**config.mk**
```make
export PLATFORM = sky130hd
export DESIGN_NAME = kmul_nibble_lut
export DESIGN_NICKNAME = d
export VERILOG_FILES = /design/src/rtl/kmul_pkg.sv /design/src/rtl/kmul_table_loader.sv /design/src/rtl/kmul_prod_table.sv /design/src/rtl/kmul_slice_sum.sv /design/src/rtl/kmul_nibble_lut.sv
export SDC_FILE = /design/constraint.sdc
export NUM_CORES = 1
export LEC_CHECK = 0
export BUFFER_PORTS_ARGS = -buffer_cell sky130_fd_sc_hd__buf_2
export CORE_MARGIN = 8
export CORE_UTILIZATION = 50
export DETAILED_ROUTE_END_ITERATION = 10
export GPL_TIMING_DRIVEN = 1
export PLACE_DENSITY = 0.69
export SLEW_MARGIN = 20
export SYNTH_ARGS = -nofsm -noshare
export SYNTH_HDL_FRONTEND = slang
export SYNTH_SLANG_ARGS = --single-unit
```
**constraint.sdc**
```tcl
create_clock -name clk -period 2.05 [get_ports clk]
set_clock_uncertainty 0.15 [all_clocks]
set_input_delay 0.205 -clock clk [delete_from_list [all_inputs] [get_ports clk]]
set_output_delay 0.205 -clock clk [all_outputs]
set_load 0.01 [all_outputs]
```
**src/rtl/kmul_pkg.sv**
```systemverilog
package kmul_pkg;

  // width of one partial product: slice value times constant
  function automatic int pp_width(input int slice_w, input int k_w);
    return slice_w + k_w;
  endfunction

  // number of table entries addressed by one slice
  function automatic int entry_count(input int slice_w);
    return 1 << slice_w;
  endfunction

endpackage

```
**src/rtl/kmul_table_loader.sv**
```systemverilog
module kmul_table_loader #(
  parameter int K_W     = 8,
  parameter int PP_W    = 12,
  parameter int ENTRIES = 16,
  parameter int IDX_W   = 4
) (
  input  logic             clk,
  input  logic             rst_n,
  input  logic             load_req,
  input  logic [K_W-1:0]   load_k,
  output logic             busy,
  output logic             wr_en,
  output logic [IDX_W-1:0] wr_idx,
  output logic [PP_W-1:0]  wr_data
);

  localparam logic [IDX_W-1:0] LAST_IDX = IDX_W'(ENTRIES - 1);

  logic             busy_q, busy_d;
  logic [IDX_W-1:0] idx_q, idx_d;
  logic [PP_W-1:0]  acc_q, acc_d;
  logic [K_W-1:0]   k_q, k_d;
  logic             start;

  assign start = load_req && !busy_q;

  always_comb begin
    busy_d = busy_q;
    idx_d  = idx_q;
    acc_d  = acc_q;
    k_d    = k_q;
    if (start) begin
      busy_d = 1'b1;
      idx_d  = '0;
      acc_d  = '0;
      k_d    = load_k;
    end else if (busy_q) begin
      acc_d = acc_q + {{(PP_W-K_W){1'b0}}, k_q};
      idx_d = idx_q + 1'b1;
      if (idx_q == LAST_IDX) busy_d = 1'b0;
    end
  end

  always_ff @(posedge clk or negedge rst_n) begin
    if (!rst_n) begin
      busy_q <= 1'b0;
      idx_q  <= '0;
      acc_q  <= '0;
      k_q    <= '0;
    end else begin
      busy_q <= busy_d;
      if (start || busy_q) begin
        idx_q <= idx_d;
        acc_q <= acc_d;
      end
      if (start) k_q <= k_d;
    end
  end

  assign busy    = busy_q;
  assign wr_en   = busy_q;
  assign wr_idx  = idx_q;
  assign wr_data = acc_q;

  AST_FIRST_ENTRY_ZERO: assert property (@(posedge clk) disable iff (!rst_n)
    (wr_en && wr_idx == '0) |-> (wr_data == '0));

  AST_FILL_ASCENDING: assert property (@(posedge clk) disable iff (!rst_n)
    (wr_en && $past(wr_en)) |-> (wr_idx == IDX_W'($past(wr_idx) + 1'b1)));

  AST_FILL_LENGTH: assert property (@(posedge clk) disable iff (!rst_n)
    $fell(busy) |-> ($past(wr_idx) == LAST_IDX));

  AST_CONST_HELD: assert property (@(posedge clk) disable iff (!rst_n)
    (busy && $past(busy)) |-> $stable(k_q));

endmodule

```
**src/rtl/kmul_prod_table.sv**
```systemverilog
module kmul_prod_table #(
  parameter int PP_W    = 12,
  parameter int ENTRIES = 16,
  parameter int IDX_W   = 4,
  parameter int NRD     = 2
) (
  input  logic                       clk,
  input  logic                       rst_n,
  input  logic                       wr_en,
  input  logic [IDX_W-1:0]           wr_idx,
  input  logic [PP_W-1:0]            wr_data,
  input  logic                       rd_en,
  input  logic [NRD-1:0][IDX_W-1:0]  rd_idx,
  output logic [NRD-1:0][PP_W-1:0]   rd_data
);

  logic [PP_W-1:0] mem_q [ENTRIES];

  for (genvar e = 0; e < ENTRIES; e++) begin : g_entry
    logic hit;
    assign hit = wr_en && (wr_idx == IDX_W'(e));
    always_ff @(posedge clk or negedge rst_n) begin
      if (!rst_n) begin
        mem_q[e] <= '0;
      end else if (hit) begin
        mem_q[e] <= wr_data;
      end
    end
  end

  for (genvar r = 0; r < NRD; r++) begin : g_read
    assign rd_data[r] = mem_q[rd_idx[r]];
  end

  AST_NO_READ_DURING_FILL: assert property (@(posedge clk) disable iff (!rst_n)
    wr_en |-> !rd_en);

endmodule

```
**src/rtl/kmul_slice_sum.sv**
```systemverilog
module kmul_slice_sum #(
  parameter int NSLICE  = 2,
  parameter int SLICE_W = 4,
  parameter int PP_W    = 12,
  parameter int RES_W   = 16
) (
  input  logic [NSLICE-1:0][PP_W-1:0] pp,
  output logic [RES_W-1:0]            sum
);

  always_comb begin
    sum = '0;
    for (int s = 0; s < NSLICE; s++) begin
      sum = sum + (RES_W'(pp[s]) << (s * SLICE_W));
    end
  end

endmodule

```
**src/rtl/kmul_nibble_lut.sv**
```systemverilog
module kmul_nibble_lut #(
  parameter int OP_W    = 8,
  parameter int K_W     = 8,
  parameter int SLICE_W = 4
) (
  input  logic             clk,
  input  logic             rst_n,
  input  logic             op_valid,
  input  logic [OP_W-1:0]  op_data,
  output logic             op_ready,
  output logic             res_valid,
  output logic [OP_W+K_W-1:0] res_data,
  input  logic             k_load,
  input  logic [K_W-1:0]   k_value,
  output logic             k_busy
);

  localparam int NSLICE  = OP_W / SLICE_W;
  localparam int ENTRIES = kmul_pkg::entry_count(SLICE_W);
  localparam int IDX_W   = SLICE_W;
  localparam int PP_W    = kmul_pkg::pp_width(SLICE_W, K_W);
  localparam int RES_W   = OP_W + K_W;

  logic                          busy;
  logic                          wr_en;
  logic [IDX_W-1:0]              wr_idx;
  logic [PP_W-1:0]               wr_data;
  logic                          accept;
  logic [NSLICE-1:0][IDX_W-1:0]  rd_idx;
  logic [NSLICE-1:0][PP_W-1:0]   rd_data;
  logic [RES_W-1:0]              sum;

  logic                          s1_valid_q, s1_valid_d;
  logic [NSLICE-1:0][PP_W-1:0]   s1_pp_q, s1_pp_d;
  logic                          s2_valid_q, s2_valid_d;
  logic [RES_W-1:0]              s2_res_q, s2_res_d;

  kmul_table_loader #(
    .K_W(K_W), .PP_W(PP_W), .ENTRIES(ENTRIES), .IDX_W(IDX_W)
  ) u_loader (
    .clk(clk), .rst_n(rst_n),
    .load_req(k_load), .load_k(k_value),
    .busy(busy), .wr_en(wr_en), .wr_idx(wr_idx), .wr_data(wr_data)
  );

  assign op_ready = !busy;
  assign accept   = op_valid && op_ready;

  for (genvar s = 0; s < NSLICE; s++) begin : g_slice
    assign rd_idx[s] = op_data[s*SLICE_W +: SLICE_W];
  end

  kmul_prod_table #(
    .PP_W(PP_W), .ENTRIES(ENTRIES), .IDX_W(IDX_W), .NRD(NSLICE)
  ) u_table (
    .clk(clk), .rst_n(rst_n),
    .wr_en(wr_en), .wr_idx(wr_idx), .wr_data(wr_data),
    .rd_en(accept), .rd_idx(rd_idx), .rd_data(rd_data)
  );

  kmul_slice_sum #(
    .NSLICE(NSLICE), .SLICE_W(SLICE_W), .PP_W(PP_W), .RES_W(RES_W)
  ) u_sum (
    .pp(s1_pp_q), .sum(sum)
  );

  always_comb begin
    s1_valid_d = accept;
    s1_pp_d    = accept ? rd_data : s1_pp_q;
    s2_valid_d = s1_valid_q;
    s2_res_d   = s1_valid_q ? sum : s2_res_q;
  end

  always_ff @(posedge clk or negedge rst_n) begin
    if (!rst_n) begin
      s1_valid_q <= 1'b0;
      s1_pp_q    <= '0;
      s2_valid_q <= 1'b0;
      s2_res_q   <= '0;
    end else begin
      s1_valid_q <= s1_valid_d;
      s2_valid_q <= s2_valid_d;
      if (accept)     s1_pp_q  <= s1_pp_d;
      if (s1_valid_q) s2_res_q <= s2_res_d;
    end
  end

  assign res_valid = s2_valid_q;
  assign res_data  = s2_res_q;
  assign k_busy    = busy;

  AST_RESULT_LATENCY: assert property (@(posedge clk) disable iff (!rst_n)
    res_valid |-> $past(accept, 2));

endmodule

```
==> summary.txt <==
status - complete, no violations
unrepaired setup endpoints after global routing - true
register area - 6480 um^2
top post-synthesis cells by count - 259 x dfrtp_1, 194 x mux2i_1, 127 x mux2_2
WL final - 36500 um
P per Cell Area - 1520 nW/um^2
clk sinks - 259
Worst path slowest cell - a2111oi_1
die width - 182 um
Nets - 1268
pin count of the biggest net entering global routing - 65
setup tns final - 0 ns
met2 usage - 0.351
vias in the first global route - 9986
Die ar. - 33100 um^2
H-tree levels - 1
final antenna-violating net count - 0
top cell type's share of synthesized area - 0.471
met1 Usage GRT - 0.295
layout cell share with drive strength beyond 1 - 0.258
Syn Inst Count - 1157
GR Util met3 - 0.0381
clock transition time at the flip-flop clock pins of the worst setup and hold paths - 0.06 ns
placed cell count - 1522
critical-path maximum fanout - 3
fill count - 2208
placed inst area - 14900 um^2
Port-buffer cells - 38
IO Pins - 39
final hold vios - 0
final std cells w/o fill - 1588
via count - 9799
sequential element share of the synthesized area - 0.471
Crit. End Element - flop
GRT overflow - 0
DRT Pass-1 Iters - 5
Top FF cell, synth - dfrtp_1
max incr delay on CP - 0.42 ns
dpl hpwl - 23400 um
combined area of the multi-input logic cells - 6890 um^2
Design Area, Final - 16000 um^2
CTS Buf Count - 28
synth warn - 0
GPL Wtd Cong - 0.838
leakage - 7.37 nW
row count - 60
root buffer cell - clkbuf_16
WP buf/inv - 0
Final Critical Period - 2.04 ns
ys async rst share - 1.00
first-pass GRT wire length - 57200 um
most frequent cell after synthesis - dfrtp_1
fmax - 490 MHz
top cells by area, synth - dfrtp_1 47%, mux2i_1 14%, mux2_2 10%
core footprint - 27000 um^2
n_diodes - 0
Yosys reg bits - 259
distinct cell type count after synthesis - 51
crit-path cells - ha_1, a2111oi_1, o21ai_0, nand3_1, xor2_1, a21oi_1
CTS tree - done
arrival time worst endpoint - 2.32 ns
CTS max path bufs - 3
Worst slew margin - 0.515
synthesis-to-finish area growth - 16.5%
Slew @ Worst Pin - 0.728 ns
Worst EP required - 2.32 ns
Total GRT Usage - 0.218
drt via density - 6.17
cell family with most CP delay - compound AO/OA/AOI/OAI gates
Max Slew Vio Count - 0
most used routing layer - met2
EDFF count, synth - 0
# Max-Cap Violations - 0
crit path kind - flop to flop
DR WL/cell - 23.0 um
final worst-path cycle share - 0.996
DRC Markers - 0
Initial Util - 0.509
Post-Synthesis Net Count - 1199
cell taking the most area after synthesis - dfrtp_1
worst skew pair latency - 0.55 ns
DRT iter0 DRCs - 720
Hold Crit Class - primary input to async pin
Syn Area/Cell - 11.9 um^2
final-report setup violation count - 0
crit start category - flop
die height - 182 um
initial antenna violation count - 0
Worst VDD drop - 0.00137 V
cell area after synthesis - 13800 um^2
area by class of cell:
class	instances	share of cell area
multi-input combinational	796	0.430
sequential	259	0.404
timing repair buffer	132	0.0796
clock buffer	41	0.0512
tap	341	0.0266
clock inverter	10	0.00656
inverter	9	0.00211
cells by family (layout without fill, tap and decap cells):
group,after synthesis,count (layout),synth area share
AOI/OAI and AO/OA,206,206,0.102
xor gates and xnor gates,16,16,0.0102
adders and majority gates,22,22,0.0211
buffers and inverters,102,192,0.0360
DFF,259,259,0.471
muxes,396,396,0.306
and+or+nand+nor,156,156,0.0539
report_power, final:
group	total [mW]	switching [mW]	internal [mW]
Combinational	9.77	4.83	4.95
Clock	5.07	2.06	3.01
Sequential	9.52	1.94	7.58
Total	24.4	8.83	15.5
stage by stage:
step / setup WS (ns) / util / total power [mW] / hold slack (ns)
after floorplan: 0.0172 / - / 15.8 / -0.241
after global placement: -0.0114 / 0.551 / 18.5 / 0.00854
after detailed placement: -0.0238 / 0.551 / 18.9 / 0.00259
after CTS: -0.0137 / 0.589 / 24.1 / 0.0303
after global routing: -0.102 / 0.593 / 25.9 / 0.0633
final: 0.00890 / 0.593 / 24.4 / 0.0135
what timing repair did:
action                                 in CTS  in global routing
pin swaps                                   2                  5
setup buffers                               0                  4
endpoints found under the hold margin     270                  0
gates resized for setup                     3                 12
hold buffers                               11                  0
setup endpoints to repair                   3                 13
sequential cells by signal (all words and copies together), names as in the netlist:
signal and count:
u_loader.wr_idx 4, u_loader.k_q 8, u_table.mem_q 192, u_loader.wr_data 12
s1_valid_q 1, s1_pp_q 24, res_data 16, u_loader.busy 1
res_valid 1
per-layer routing:
metal / vias up / part of all wire
li1: 4419 / -
met1: 5010 / 0.45
met2: 298 / 0.46
met3: 72 / 0.061
met4: 0 / 0.028
met5: - / 0
worst paths after layout:
path,startpoint,endpoint,slack [ns],cells past startpoint
max in group asynchronous,rst_n,u_table.mem_q[190],1.02,3
min reg2reg,u_loader.k_q[2],u_loader.k_q[2],0.34,2
min in group clk,op_data[7],s1_pp_q[20],0.08,4
max reg2reg,s1_pp_q[11],res_data[14],0.009,6
max,s1_pp_q[11],res_data[14],0.009,6
min,rst_n,u_table.mem_q[145],0.01,2
layout by cell type, fill, tap and decap left out, types with 4 or more instances in the layout:
master         instances
mux2_1                75
o21ai_0               23
ha_1                  16
nor2_1                11
a32oi_1               24
xnor2_1               10
clkbuf_1               7
nand2_1               74
clkinv_2               6
o21ai_1               23
a22oi_1               72
xor2_1                 6
a21oi_1               34
dlygate4sd3_1         11
dfrtp_1              259
clkbuf_8               5
mux2i_1              194
inv_1                  7
and2_1                 4
nand3_1               35
buf_2                 35
buf_4                 58
buf_12                27
clkbuf_16             29
nor2b_2                4
nor2b_1                4
nor3_2                 4
mux2_2               125
nand4_1                4
Power figures use the tool's default switching activity.
